`src/rtl/trap_dispatch_pkg.sv`:
```
package trap_dispatch_pkg;

  localparam int TT_W = 9;

  typedef enum logic [1:0] {
    PATH_PRIV  = 2'd0,
    PATH_HYPER = 2'd1,
    PATH_RED   = 2'd2,
    PATH_ERROR = 2'd3
  } trapPath_e;

  typedef enum logic [1:0] {
    LVL_USER  = 2'd0,
    LVL_PRIV  = 2'd1,
    LVL_HYPER = 2'd2
  } privLevel_e;

  // strobes from control to datapath
  typedef struct packed {
    logic             capture;
    trapPath_e        path;
    logic [TT_W-1:0]  vecTt;
    logic             tlHighBit;
  } dispStrobe_t;

  localparam logic [TT_W-1:0] TT_RED_ENTRY  = TT_W'(5);
  localparam logic [TT_W-1:0] TT_GUEST_WDOG = TT_W'(2);
  localparam logic [TT_W-1:0] TT_HYPER_MIN  = TT_W'(384);

endpackage

```
`src/rtl/trap_dispatch_ctrl.sv`:
```
module trap_dispatch_ctrl
  import trap_dispatch_pkg::*;
#(
  parameter int TL_W    = 3,
  parameter int MAX_TL  = 6,
  parameter int MAX_PTL = 2
) (
  input  logic             trapReq,
  input  logic [TT_W-1:0]  trapType,
  input  logic [TL_W-1:0]  curTl,
  input  logic             hpstateRed,
  input  logic             hpstateHpriv,
  input  logic             pstatePriv,
  output dispStrobe_t      strobe
);

  localparam logic [TL_W-1:0] TL_RED_AT = TL_W'(MAX_TL - 1);
  localparam logic [TL_W-1:0] TL_ERR_AT = TL_W'(MAX_TL);
  localparam logic [TL_W-1:0] TL_PRIV_LIMIT = TL_W'(MAX_PTL);

  privLevel_e curLevel;
  privLevel_e nextLevel;

  always_comb begin
    if (hpstateHpriv)    curLevel = LVL_HYPER;
    else if (pstatePriv) curLevel = LVL_PRIV;
    else                 curLevel = LVL_USER;
    // traps never lower the level; user and privileged both land in privileged
    nextLevel = (curLevel == LVL_HYPER) ? LVL_HYPER : LVL_PRIV;
  end

  always_comb begin
    strobe.capture   = trapReq;
    strobe.path      = PATH_PRIV;
    strobe.vecTt     = trapType;
    strobe.tlHighBit = (curTl != '0);
    if (hpstateRed || curTl == TL_RED_AT) begin
      strobe.path  = PATH_RED;
      strobe.vecTt = TT_RED_ENTRY;
    end else if (curTl >= TL_ERR_AT) begin
      strobe.path  = PATH_ERROR;
    end else if (curTl > TL_PRIV_LIMIT && nextLevel == LVL_PRIV) begin
      strobe.path  = PATH_HYPER;
      strobe.vecTt = TT_GUEST_WDOG;
    end else if (nextLevel == LVL_HYPER || trapType >= TT_HYPER_MIN) begin
      strobe.path  = PATH_HYPER;
    end
  end

endmodule

```
`src/rtl/trap_dispatch_dp.sv`:
```
module trap_dispatch_dp
  import trap_dispatch_pkg::*;
#(
  parameter int ADDR_W     = 64,
  parameter int TL_W       = 3,
  parameter int INST_BYTES = 4
) (
  input  logic              clk,
  input  logic              rstN,
  input  dispStrobe_t       strobe,
  input  logic [TT_W-1:0]   trapType,
  input  logic [TL_W-1:0]   curTl,
  input  logic [ADDR_W-1:0] tba,
  input  logic [ADDR_W-1:0] htba,
  output logic              dispValid,
  output trapPath_e         dispPath,
  output logic [TT_W-1:0]   recTt,
  output logic [TL_W-1:0]   vecTl,
  output logic [ADDR_W-1:0] handlerPc,
  output logic [ADDR_W-1:0] handlerNpc,
  output logic [ADDR_W-1:0] handlerNnpc
);

  localparam int SLOT_SHIFT = 5;
  localparam int HYP_LOW    = TT_W + SLOT_SHIFT;   // 14
  localparam int PRIV_LOW   = HYP_LOW + 1;         // 15
  localparam int RED_LOW    = 8;
  localparam logic [ADDR_W-1:0] RED_BASE = ADDR_W'(40'hFF_F000_0000);
  localparam logic [ADDR_W-1:0] STEP1 = ADDR_W'(INST_BYTES);
  localparam logic [ADDR_W-1:0] STEP2 = ADDR_W'(2 * INST_BYTES);

  logic [HYP_LOW-1:0] slotOffset;
  logic [ADDR_W-1:0]  vecPc;
  logic [ADDR_W-1:0]  vecNpc;
  logic [ADDR_W-1:0]  vecNnpc;
  logic [TL_W-1:0]    nextTl;

  assign slotOffset = {strobe.vecTt, {SLOT_SHIFT{1'b0}}};

  always_comb begin
    unique case (strobe.path)
      PATH_RED:   vecPc = RED_BASE | ADDR_W'(slotOffset[RED_LOW-1:0]);
      PATH_HYPER: vecPc = {htba[ADDR_W-1:HYP_LOW], slotOffset};
      PATH_PRIV:  vecPc = {tba[ADDR_W-1:PRIV_LOW], strobe.tlHighBit, slotOffset};
      default:    vecPc = '0;
    endcase
  end

  always_comb begin
    if (strobe.path == PATH_ERROR) begin
      vecNpc  = '0;
      vecNnpc = '0;
      nextTl  = curTl;
    end else begin
      vecNpc  = vecPc + STEP1;
      vecNnpc = vecPc + STEP2;
      nextTl  = curTl + TL_W'(1);
    end
  end

  always_ff @(posedge clk) begin
    if (!rstN) begin
      dispValid   <= 1'b0;
      dispPath    <= PATH_PRIV;
      recTt       <= '0;
      vecTl       <= '0;
      handlerPc   <= '0;
      handlerNpc  <= '0;
      handlerNnpc <= '0;
    end else begin
      dispValid <= strobe.capture;
      if (strobe.capture) begin
        dispPath    <= strobe.path;
        recTt       <= trapType;
        vecTl       <= nextTl;
        handlerPc   <= vecPc;
        handlerNpc  <= vecNpc;
        handlerNnpc <= vecNnpc;
      end
    end
  end

endmodule

```
`src/rtl/trap_dispatch.sv`:
```
module trap_dispatch
  import trap_dispatch_pkg::*;
#(
  parameter int ADDR_W  = 64,
  parameter int TL_W    = 3,
  parameter int GL_W    = 2,
  parameter int MAX_TL  = 6,
  parameter int MAX_PTL = 2,
  parameter int MAX_GL  = 3
) (
  input  logic              clk,
  input  logic              rstN,
  input  logic              trapReq,
  input  logic [TT_W-1:0]   trapType,
  input  logic [TL_W-1:0]   curTl,
  input  logic              hpstateRed,
  input  logic              hpstateHpriv,
  input  logic              pstatePriv,
  input  logic [ADDR_W-1:0] tba,
  input  logic [ADDR_W-1:0] htba,
  output logic              dispValid,
  output logic [1:0]        dispPath,
  output logic [TT_W-1:0]   recTt,
  output logic [TL_W-1:0]   vecTl,
  output logic [ADDR_W-1:0] handlerPc,
  output logic [ADDR_W-1:0] handlerNpc,
  output logic [ADDR_W-1:0] handlerNnpc,
  output logic [TL_W-1:0]   porTl,
  output logic [GL_W-1:0]   porGl,
  output logic [12:0]       porPstate,
  output logic [10:0]       porHpstate,
  output logic [63:0]       porTick
);

  localparam int PS_PEF   = 4;
  localparam int PS_PRIV  = 2;
  localparam int HPS_RED  = 5;
  localparam int HPS_HPRIV = 2;

  dispStrobe_t strobe;
  trapPath_e   pathQ;

  trap_dispatch_ctrl #(
    .TL_W(TL_W), .MAX_TL(MAX_TL), .MAX_PTL(MAX_PTL)
  ) u_ctrl (
    .trapReq(trapReq), .trapType(trapType), .curTl(curTl),
    .hpstateRed(hpstateRed), .hpstateHpriv(hpstateHpriv),
    .pstatePriv(pstatePriv), .strobe(strobe)
  );

  trap_dispatch_dp #(
    .ADDR_W(ADDR_W), .TL_W(TL_W), .INST_BYTES(4)
  ) u_dp (
    .clk(clk), .rstN(rstN), .strobe(strobe), .trapType(trapType),
    .curTl(curTl), .tba(tba), .htba(htba),
    .dispValid(dispValid), .dispPath(pathQ), .recTt(recTt),
    .vecTl(vecTl), .handlerPc(handlerPc), .handlerNpc(handlerNpc),
    .handlerNnpc(handlerNnpc)
  );

  assign dispPath   = pathQ;
  assign porTl      = TL_W'(MAX_TL);
  assign porGl      = GL_W'(MAX_GL);
  assign porPstate  = 13'((1 << PS_PEF) | (1 << PS_PRIV));
  assign porHpstate = 11'((1 << HPS_RED) | (1 << HPS_HPRIV));
  assign porTick    = 64'h1 << 63;

endmodule

```
`config.mk`:
```
export PLATFORM = sky130hd
export DESIGN_NAME = trap_dispatch
export DESIGN_NICKNAME = d
export VERILOG_FILES = /design/src/rtl/trap_dispatch_pkg.sv /design/src/rtl/trap_dispatch_ctrl.sv /design/src/rtl/trap_dispatch_dp.sv /design/src/rtl/trap_dispatch.sv
export SDC_FILE = /design/constraint.sdc
export NUM_CORES = 1
export LEC_CHECK = 0
export ABC_AREA = 0
export CAP_MARGIN = 10
export CORE_AREA = 2 2 175 177
export CTS_BUF_LIST = sky130_fd_sc_hd__clkbuf_8
export CTS_CLUSTER_SIZE = 25
export DETAILED_ROUTE_END_ITERATION = 8
export DIE_AREA = 0 0 177 179
export DONT_BUFFER_PORTS = 1
export PLACE_DENSITY = 0.42
export SLEW_MARGIN = 5
export SYNTH_ARGS = -nofsm -noshare
export SYNTH_HDL_FRONTEND = slang
export SYNTH_SLANG_ARGS = --single-unit
```
`constraint.sdc`:
```
create_clock -name clk -period 2.9 [get_ports clk]
set_input_delay 0.29 -clock clk [delete_from_list [all_inputs] [get_ports clk]]
set_output_delay 0.29 -clock clk [all_outputs]
set_load 0.005 [all_outputs]
```
### After elaboration in Yosys (flattened, before gate mapping)

Index checks and enable logic that the tools add are counted.

* bits in registers: 207
* input bits: 146
* output and inout port bits: 300
* logic and storage cells: 38

* $add $sub $neg: 3
* $lt $le $gt $ge: 3
* equal/unequal tests: 7
* mux-type cells: 13
* reduce and logical (&&, ||, !) cells: 5

Operator list (number)
* case mux 64 bit (3 select lines): 1
* two-way mux 64 bit: 2
* adder 64 x 3 -> 64 bit, second input constant: 1
* adder 64 x 4 -> 64 bit, second input constant: 1
* two-way mux 9 bit: 2
* two-way mux 11 bit: 1
* greater-or-equal comparator 9 bit, second input constant: 1
* == test 2 bit, second input constant: 4
* two-way mux 2 bit: 3
* == test 2 x 1 -> 1 bit, second input constant: 2
* adder 3 x 1 -> 3 bit, second input constant: 1
* == test 3 bit, second input constant: 1
* greater-or-equal comparator 3 bit, second input constant: 1
* greater-than comparator 3 x 2 -> 1 bit, second input constant: 1
* two-way mux 1 bit: 3
* two-way mux 3 bit: 1
* nonzero test 3 bit: 1
* zero test 2 bit: 1
* logical OR 1 bit: 2
* logical AND 1 bit: 1

### Depth between registers and ports, before layout

Gate-level depths: netlist of run 1.

* depth in word-level cells: 14
* mapped depth: 8
* gate-level depth less buffers: 6

### Modules after synthesis

From an unflattened synthesis of run 1, not the netlist that was laid out.

* cell total of the unflattened synthesis: 751
* area total of the unflattened synthesis: 6641.4 um2

Modules (own cells, without submodules)
* trap_dispatch_dp: instances 1, cells an instance 625, area an instance 5704.2 um2, sequential area each 2442.3 um2
* trap_dispatch: instances 1, cells an instance 95, area an instance 705.7 um2, sequential area each 0.0 um2
* trap_dispatch_ctrl: instances 1, cells an instance 31, area an instance 231.5 um2, sequential area each 0.0 um2

### Worst setup path after synthesis of run 1

No wires, ideal clock.

* kind: input -> register
* start: input port curTl[0]
* end: register u_dp.handlerNpc[33]
* arrival: 1.529 ns
* required time: 2.814 ns
* setup slack: 1.286 ns
* cell stages on the path: 8
* path buffers: 2
* path through: inv_1 ha_1 nor2b_4 a2111o_1 buf_4 buf_8 mux2i_1 a211oi_1

* cells in the longest elaborated chain, start to end: 9

Ends and longest elaborated chain
* start, declared: RTL line trap_dispatch.sv:15 `input logic [TL_W-1:0] curTl,`
* greater-than comparator 3 x 2 -> 1 bit: RTL line trap_dispatch_ctrl.sv:42 `end else if (curTl > TL_PRIV_LIMIT && nextLevel == LVL_PRIV) begin`
* logical AND 1 bit: RTL line trap_dispatch_ctrl.sv:42
* two-way mux 1 bit: RTL line trap_dispatch_ctrl.sv:42
* two-way mux 2 bit: RTL line trap_dispatch_ctrl.sv:40 `end else if (curTl >= TL_ERR_AT) begin`
* two-way mux 11 bit: RTL line trap_dispatch_ctrl.sv:37 `if (hpstateRed || curTl == TL_RED_AT) begin`
* == test 2 x 1 -> 1 bit (tied with other cells): RTL line trap_dispatch_dp.sv:41 `unique case (strobe.path)`
* case mux 64 bit (3 select lines): RTL line trap_dispatch_dp.sv:41
* adder 64 x 3 -> 64 bit: RTL line trap_dispatch_dp.sv:55 `vecNpc = vecPc + STEP1;`
* two-way mux 64 bit *: RTL line trap_dispatch_dp.sv:50 `if (strobe.path == PATH_ERROR) begin`
* end signal, assigned: RTL line trap_dispatch_dp.sv:77 `handlerNpc <= vecNpc;`
* end, declared: RTL line trap_dispatch_dp.sv:20 `output logic [ADDR_W-1:0] handlerNpc,`

Every way passes the cells marked *; elsewhere a longest branch is shown, timed or not.
A chain may end at the register's enable or synchronous reset.

### Final worst setup path of run 1

* start: input port curTl[0]
* end: register u_dp.handlerNpc[30]

The elaborated chain is that of the path after synthesis.

==> results of run 1 <==
per-stage QoR:
stage	cell area [µm²]	total power [W]	util	setup slack, ns	cells
final	6161	0.003834	0.2052	0.6315	1035
after global routing	6161	0.004061	0.2052	0.4422	1035
after CTS	6161	0.003936	0.2052	0.6393	1035
after detailed placement	5492	0.002146	0.1829	0.4226	979
after global placement	5492	0.002142	0.1829	0.4949	979
after floorplan	6424	0.002242	-	1.286	786
flip-flops by register name, indices dropped and copies added, names as in the netlist:
name / cells
u_dp.handlerNpc: 60
u_dp.handlerPc: 47
u_dp.vecTl: 3
u_dp.dispPath: 2
u_dp.recTt: 9
u_dp.dispValid: 1
cells by family (layout without fill, tap and decap cells):
logic type,after synthesis,after routing,share of synthesized area
other,2,106,0.001245
adder cells (fa/ha/maj),4,4,0.008296
AO/OA/AOI/OAI,129,129,0.1277
flip-flops,122,122,0.4048
XOR/XNOR,2,2,0.002904
multiplexers,53,53,0.08793
AND/OR/NAND/NOR,155,155,0.1141
buffers and inverters,215,68,0.2530
cells in the final DEF (no fill, tap or decap), types with 2 or more instances in the layout:
cell / n
dfxtp_1: 122
nand2_1: 107
conb_1: 106
o21ai_0: 82
mux2i_1: 53
dlygate4sd3_1: 25
nor2b_1: 23
clkbuf_8: 19
o21a_1: 13
a21oi_1: 11
nor2_1: 10
inv_1: 9
buf_4: 7
and2_1: 6
a211oi_1: 6
a41oi_1: 6
ha_1: 4
bufinv_16: 4
nand2b_1: 3
nor2b_4: 2
a22o_1: 2
a21boi_0: 2
clkinv_2: 2
path summary, 6_finish.rpt:
path,from,endpoint,slack (ns),cells past startpoint
worst max register to register,u_dp.handlerNpc[30],u_dp.handlerNpc[30],1.50,3
worst max-delay path,curTl[0],u_dp.handlerNpc[30],0.63,8
worst min register to register,u_dp.handlerPc[60],u_dp.handlerPc[60],0.49,2
worst min-delay path,tba[41],u_dp.handlerNpc[41],0.06,2
cell usage after synthesis (4+ instances only):
| master | number | area share |
|---|---|---|
| a211oi_1 | 6 | 0.0075 |
| clkbuf_1 | 16 | 0.010 |
| buf_4 | 180 | 0.22 |
| nand2_1 | 108 | 0.067 |
| o21a_1 | 13 | 0.016 |
| nor2_1 | 10 | 0.0062 |
| ha_1 | 4 | 0.0083 |
| mux2i_1 | 53 | 0.088 |
| dfxtp_1 | 122 | 0.40 |
| inv_1 | 4 | 0.0025 |
| nor2b_1 | 24 | 0.025 |
| a41oi_1 | 6 | 0.0087 |
| o21ai_0 | 82 | 0.068 |
| and2_1 | 6 | 0.0062 |
| buf_2 | 8 | 0.0066 |
| a21oi_1 | 11 | 0.0091 |
per-layer routing:
metal / vias up / global-route usage
met3: 11 / 0.03796
met4: 0 / 0.04373
li1: 1853 / -
met1: 1782 / 0.1095
met2: 260 / 0.1678
met5: - / 0
worst reg2reg max path, cell delays in order (launching register included):
cell and delay, ns:
dfxtp_1 0.48, a21oi_1 0.11, a41oi_1 0.18, dlygate4sd3_1 0.57
timing repair:
action	CTS	global route
buffers inserted	0	0
hold endpoints to repair	39	0
hold buffers	25	0
resized for setup	0	0
power groups by stage:
stage	Sequential, W	Clock [W]	Combinational, W
2_1_floorplan	0.00184	0	0.000399
4_1_cts	0.00185	0.00179	0.000302
5_1_grt	0.00186	0.00186	0.000341
6_report	0.00184	0.00169	0.000299
3_3_place_gp	0.00189	0	0.000256
3_5_place_dp	0.00189	0	0.000260
final cells by class:
class | count | area share
clock buffer | 19 | 0.04245
clock inverter | 12 | 0.02559
inverter | 4 | 0.002437
multi-input combinational | 449 | 0.4003
sequential | 122 | 0.3964
tap | 396 | 0.08042
timing repair buffer | 33 | 0.05240
==> impl_results.md, run 1 <==
- Via-per-instance ratio: 3.774
- Vias in the first global route: 3596
- Synthesized flop and latch total: 122
- Net Switching: 0.001002 W
- Crit path max-delay cell type: dlygate4sd3_1
- Area Overhead vs Synth: 2.115%
- Worst Path Arrival: 2.67 ns
- Row cnt: 64
- Critical path, cell by cell: inv_1 -> ha_1 -> nor2b_4 -> a2111o_2 -> buf_4 -> nand2_1 -> a41oi_1 -> dlygate4sd3_1
- Root buffer cell: clkbuf_8
- Post-layout nets: 777
- Final WL: 16440 µm
- Crit Path Class: input port to flip-flop
- Die Wd: 177 µm
- Tcrit/Tclk final: 0.7822
- CP startpoint kind: input port
- Slowest stage delay, CP: 0.57 ns
- Slew Limit Fails: 0
- Top delay family on crit path: buffers and inverters
- Initial Utilization: 0.2009
- Synth unique cells: 36
- Remaining DRCs: 0
- Crit. End Element: flip-flop
- Clock Sinks: 122
- Bufs on Longest Clock Path: 2
- P_int: 0.002833 W
- Worst-margin pin slew: 1.083 ns
- CTS H-tree depth: 4
- Hold Crit Class: input port to flip-flop
- N_diodes: 0
- Antenna viol nets, final: 0
- Proportion of synthesized flip-flops having asynchronous set or reset: 0
- Part of the power in the clock network: 0.441
- Rel. slew slack: 0.2754
- Die ar.: 31680 µm²
- Clk_lat worst skew: 0.44 ns
- Post-synth top flop: dfxtp_1
- Mapped Cells: 682
- Combinational Power Share: 0.078
- DR top layer: met4
- CP required: 3.30 ns
- Met3 routed WL: 1516 µm
- WL met2: 8178 µm
- Critical-path maximum fanout: 28
- Reg clk slew, reported paths: 0.09 ns
- Sequential area share after synthesis: 0.4048
- Multi-input logic area: 2466 µm²
- Die Ht: 179 µm
- Total track usage: 0.09879
- Buf+Inv Stages, Crit Path: 3
- WL per Instance: 15.89 µm
- I/O pin total: 446
- P_leak: 2.700 nW
- GPL Wtd Cong: 0.7218
- M1 WL: 6522 µm
- EDFF count, synth: 0
- First-pass GRT wire length: 22640 µm
- Fin Setup TNS: 0 ns
- Sw Share: 0.2612
- Total number of vias: 3906
- Sequential fraction of design power: 0.481
- Number of fill cells in the layout: 3326
- Initial antenna violation count: 0
- Initial DRC count: 163
- CTS tree: yes
- IO Port Bufs: 0
- First-pass iteration count of the detailed router: 4
- Cts bufs inserted: 17
- Avg Synthesized Cell Area: 8.846 µm²
- Total core area: 30030 µm²
- Synthesized cell area: 6033 µm²
- FF/Latch Area: 2442 µm²
- Fin. Hold Viols: 0
- Total congestion overflow: 0
- Fmax: 440.8 MHz
- Fraction of layout cells with a size suffix above 1: 0.06573
- Largest net degree at the start of global routing: 75
- Fin Hold WS: 0.05596 ns
- Synthesis Warnings: 0
- Outcome: complete, no violations
- Clk_skew: 0 ns
- Setup violations, final: 0
- Hpwl dp: 11650 µm
- RSZ-0062 raised after global routing: false
- PD cells: 622.4 nW/µm²
- Max Cap Violations: 0
- Period minus WS final: 2.269 ns
- Worst ir drop on vdd: 0.0002564 V
(Power assumes the default switching activity.)
==> run 2: changes to the inputs <==
ABC_AREA = 1   (was 0)
PLACE_DENSITY = 0.43   (was 0.42)
clock period = 1.9 ns   (was 2.9 ns; I/O delays follow)
==> run 2 against run 1 <==
  * Critical path depth grew 5
  * Core utilization grew 3.1 points
  * Clock skew is the same
  * Clock-buffer cell count shrank 1
  * Non-clock buffer count grew 82
  * Combinational power grew 110%
  * Clock power grew 61%
  * Sequential share of layout area shrank 5.1 points
  * First-iteration DRC count shrank 30%
  * Worst hold slack lost 0.039 ns
  * Critical path type unchanged
==> impl_results.md, run 2 <==
- Post-layout nets: 1029 (+32%)
- Initial DRC count: 114 (-30%)
- CTS tree: yes
- Fmax: 597.9 MHz
- Mapped Cells: 847 (+24%)
- Synth area leaders: dfxtp_1, nand2_1, buf_4
- R2r startpoint: u_dp.vecTl[1]
- Cts bufs inserted: 17 (unchanged)
- Largest net degree at the start of global routing: 68 (-9.3%)
- GPL Wtd Cong: 0.7391 (+2.4%)
- Worst-margin pin slew: 0.6430 ns (-0.4403 ns)
- Hold Crit Class: input port to flip-flop
- Remaining DRCs: 0 (unchanged)
- Worst Hold End: u_dp.handlerPc[23]
- Critical-path maximum fanout: 45 (+61%)
- Most common cell after layout, fill and taps aside: nand2_1
- Worst ir drop on vdd: 0.0003134 V (+22%)
- Final WL: 18680 µm (+14%)
- Bufs on Longest Clock Path: 2 (unchanged)
- Post-synth top flop: dfxtp_1
- Slew Limit Fails: 0 (unchanged)
- Post-CTS setup buffers: 0 (unchanged)
- Clk_skew: 0 ns (unchanged)
- Number of fill cells in the layout: 3337 (+0.33%)
- Synthesized cell area: 6048 µm² (+0.25%)
- CP startpoint kind: input port
- Worst Path Arrival: 2.05 ns (-0.62 ns)
- Synthesized flop and latch total: 122 (unchanged)
- CTS H-tree depth: 4 (unchanged)
- Clk_lat worst skew: 0.42 ns (-0.02 ns)
- Die ar.: 31680 µm² (unchanged)
- Proportion of synthesized flip-flops having asynchronous set or reset: 0 (unchanged)
- Period minus WS final: 1.672 ns
- Setup violations, final: 0 (unchanged)
- Die Ht: 179 µm (unchanged)
- First-pass GRT wire length: 26120 µm (+15%)
- First-pass iteration count of the detailed router: 4 (unchanged)
- Flop2flop setup slack: 0.66 ns (-0.84 ns)
- Total track usage: 0.1134 (+0.01459)
- EDFF count, synth: 0 (unchanged)
- Initial antenna violation count: 0 (unchanged)
- I/O pin total: 446 (unchanged)
- PD cells: 868.9 nW/µm² (+40%)
- Reg clk slew, reported paths: 0.08 ns (about the same)
- CP required: 2.28 ns (-1.02 ns)
- Largest register FFs: 60 (unchanged)
- Most frequent cells in the layout: nand2_1, dfxtp_1, conb_1
- Vias in the first global route: 4241 (+18%)
- Synth top cells by count: nand2_1, buf_4, dfxtp_1, nand3_1, nor2_1
- Crit. End Element: flip-flop
- Initial Utilization: 0.2014 (+0.0005000)
- Max Cap Violations: 0 (unchanged)
- Synthesis Warnings: 0 (unchanged)
- Most frequent cell after synthesis: nand2_1
- WL per Instance: 14.50 µm (-8.7%)
- Worst Reg2Reg Path Length in Cells: 3 (unchanged)
- Worst Hold Depth: 4 (+2)
- Fin util: 0.2357 (+0.03054)
- Clock Sinks: 122 (unchanged)
- Hpwl dp: 13200 µm (+13%)
- Total congestion overflow: 0 (unchanged)
- Area Overhead vs Synth: 17.03%
- Antenna viol nets, final: 0 (unchanged)
- Rel. slew slack: 0.5713 (+0.2959)
- Fin. Hold Viols: 0 (unchanged)
- Tcrit/Tclk final: 0.8802
- RSZ-0062 raised after global routing: false
- Outcome: complete, no violations
- N_diodes: 0 (unchanged)
- Avg Synthesized Cell Area: 7.141 µm² (-19%)
- Sequential area share after synthesis: 0.4038 (-0.001005)
- P_leak: 3.661 nW (+36%)
- Total core area: 30030 µm² (unchanged)
- Total number of vias: 4757 (+22%)
- Root buffer cell: clkbuf_8
- Top Registers: u_dp.handlerNpc (60), u_dp.handlerPc (47), u_dp.recTt (9)
- Die Wd: 177 µm (unchanged)
- IO Port Bufs: 0 (unchanged)
- Most flops, register: u_dp.handlerNpc
- Fin Setup TNS: 0 ns (unchanged)
- Worst R2R End: u_dp.vecTl[1]
- Area share of the largest cell type after synthesis: 0.4038 (-0.001005)
- Synth unique cells: 23 (-36%)
- Via-per-instance ratio: 3.693 (-2.1%)
- Hold Crit Start: tba[23]
- Fraction of layout cells with a size suffix above 1: 0.06726 (+0.001537)
- Crit Path Class: input port to flip-flop
- Synth area leader: dfxtp_1
- Row cnt: 64 (unchanged)
run 2: cell types whose count changed in the layout (fill, tap and decap cells not counted), moves of 6 or more:
cell,change
o21ai_0,-72
a211oi_1,-6
inv_1,+11
nor2b_1,-23
and2_1,-6
a41oi_1,-6
dlygate4sd3_1,+77
nor2_1,+11
mux2i_1,-53
o21a_1,-13
or2_2,+6
nand2_1,+298
nand3_1,+23
run 2: worst max-delay path: stages:
cell,delay [ns]
inv_1,0.04
ha_1,0.18
nand2_1,0.07
nand2_2,0.10
nor2_4,0.12
inv_2,0.08
nor2_4,0.11
buf_12,0.25
nand2_1,0.11
nand2_1,0.08
dlygate4sd3_1,0.55
nand2_1,0.07
nand2_1,0.06
run 2: per-stage QoR:
step                      total power, W  cell area, µm²  setup slack (ns)  hold slack, ns  cells
after floorplan                 0.003411            6439            0.5592          0.3437    951
after global placement          0.003304            5593            0.2940          0.3104   1153
after detailed placement        0.003308            5593            0.2838          0.3139   1153
after CTS                       0.006307            7076           0.01717        0.003610   1288
after global routing            0.006528            7078            0.1164        0.004244   1288
final                           0.006150            7078            0.2276         0.01734   1288
run 2: kinds of logic after synthesis:
family | Yosys count | synth area share
AND/OR/NAND/NOR | 464 | 0.3024
buffers and inverters | 228 | 0.2607
flip-flops | 122 | 0.4038
AO/OA/AOI/OAI | 26 | 0.02214
adder cells (fa/ha/maj) | 4 | 0.008275
other | 2 | 0.001242
XOR/XNOR | 1 | 0.001448
run 2: layer usage:
metal | global-route usage | vias to the layer above | wire length (µm)
met2 | 0.1978 | 263 | 9158
met5 | 0 | - | 0
met3 | 0.03986 | 18 | 1752
li1 | - | 2356 | -
met4 | 0.04580 | 0 | 343
met1 | 0.1254 | 2120 | 7428
run 2: power breakdown:
group | internal (W) | switching, W
sequential | 0.00267 | 0.000138
combinational | 0.000277 | 0.000350
clock | 0.00158 | 0.00113
run 2: cell type report:
class,instances,area [µm²],share of cell area
Inverter,22,82.58,0.01167
Multi-Input combinational cell,601,2432,0.3436
Timing Repair Buffer,115,1174,0.1658
Clock inverter,14,203.9,0.02881
Clock buffer,18,247.7,0.03500
Sequential cell,122,2442,0.3451
Tap cell,396,495.5,0.07000
run 2: worst max path at each step:
stage | start | endpoint | slack, ns | cells after the start
final | curTl[1] | u_dp.handlerNpc[26] | 0.23 | 13
after global placement | curTl[0] | u_dp.handlerPc[5] | 0.29 | 10
after CTS | trapReq | u_dp.handlerPc[6] | 0.02 | 5
after global routing | curTl[1] | u_dp.handlerPc[27] | 0.12 | 13
after floorplan | curTl[0] | u_dp.handlerNpc[42] | 0.56 | 12
after detailed placement | curTl[0] | u_dp.handlerPc[5] | 0.28 | 10
run 2: what timing repair did:
| action | in CTS | in global routing |
|---|---|---|
| endpoints found under the hold margin | 97 | 0 |
| hold buffers | 103 | 0 |
| gates resized for setup | 0 | 1 |
| endpoints found under the setup margin | 0 | 5 |
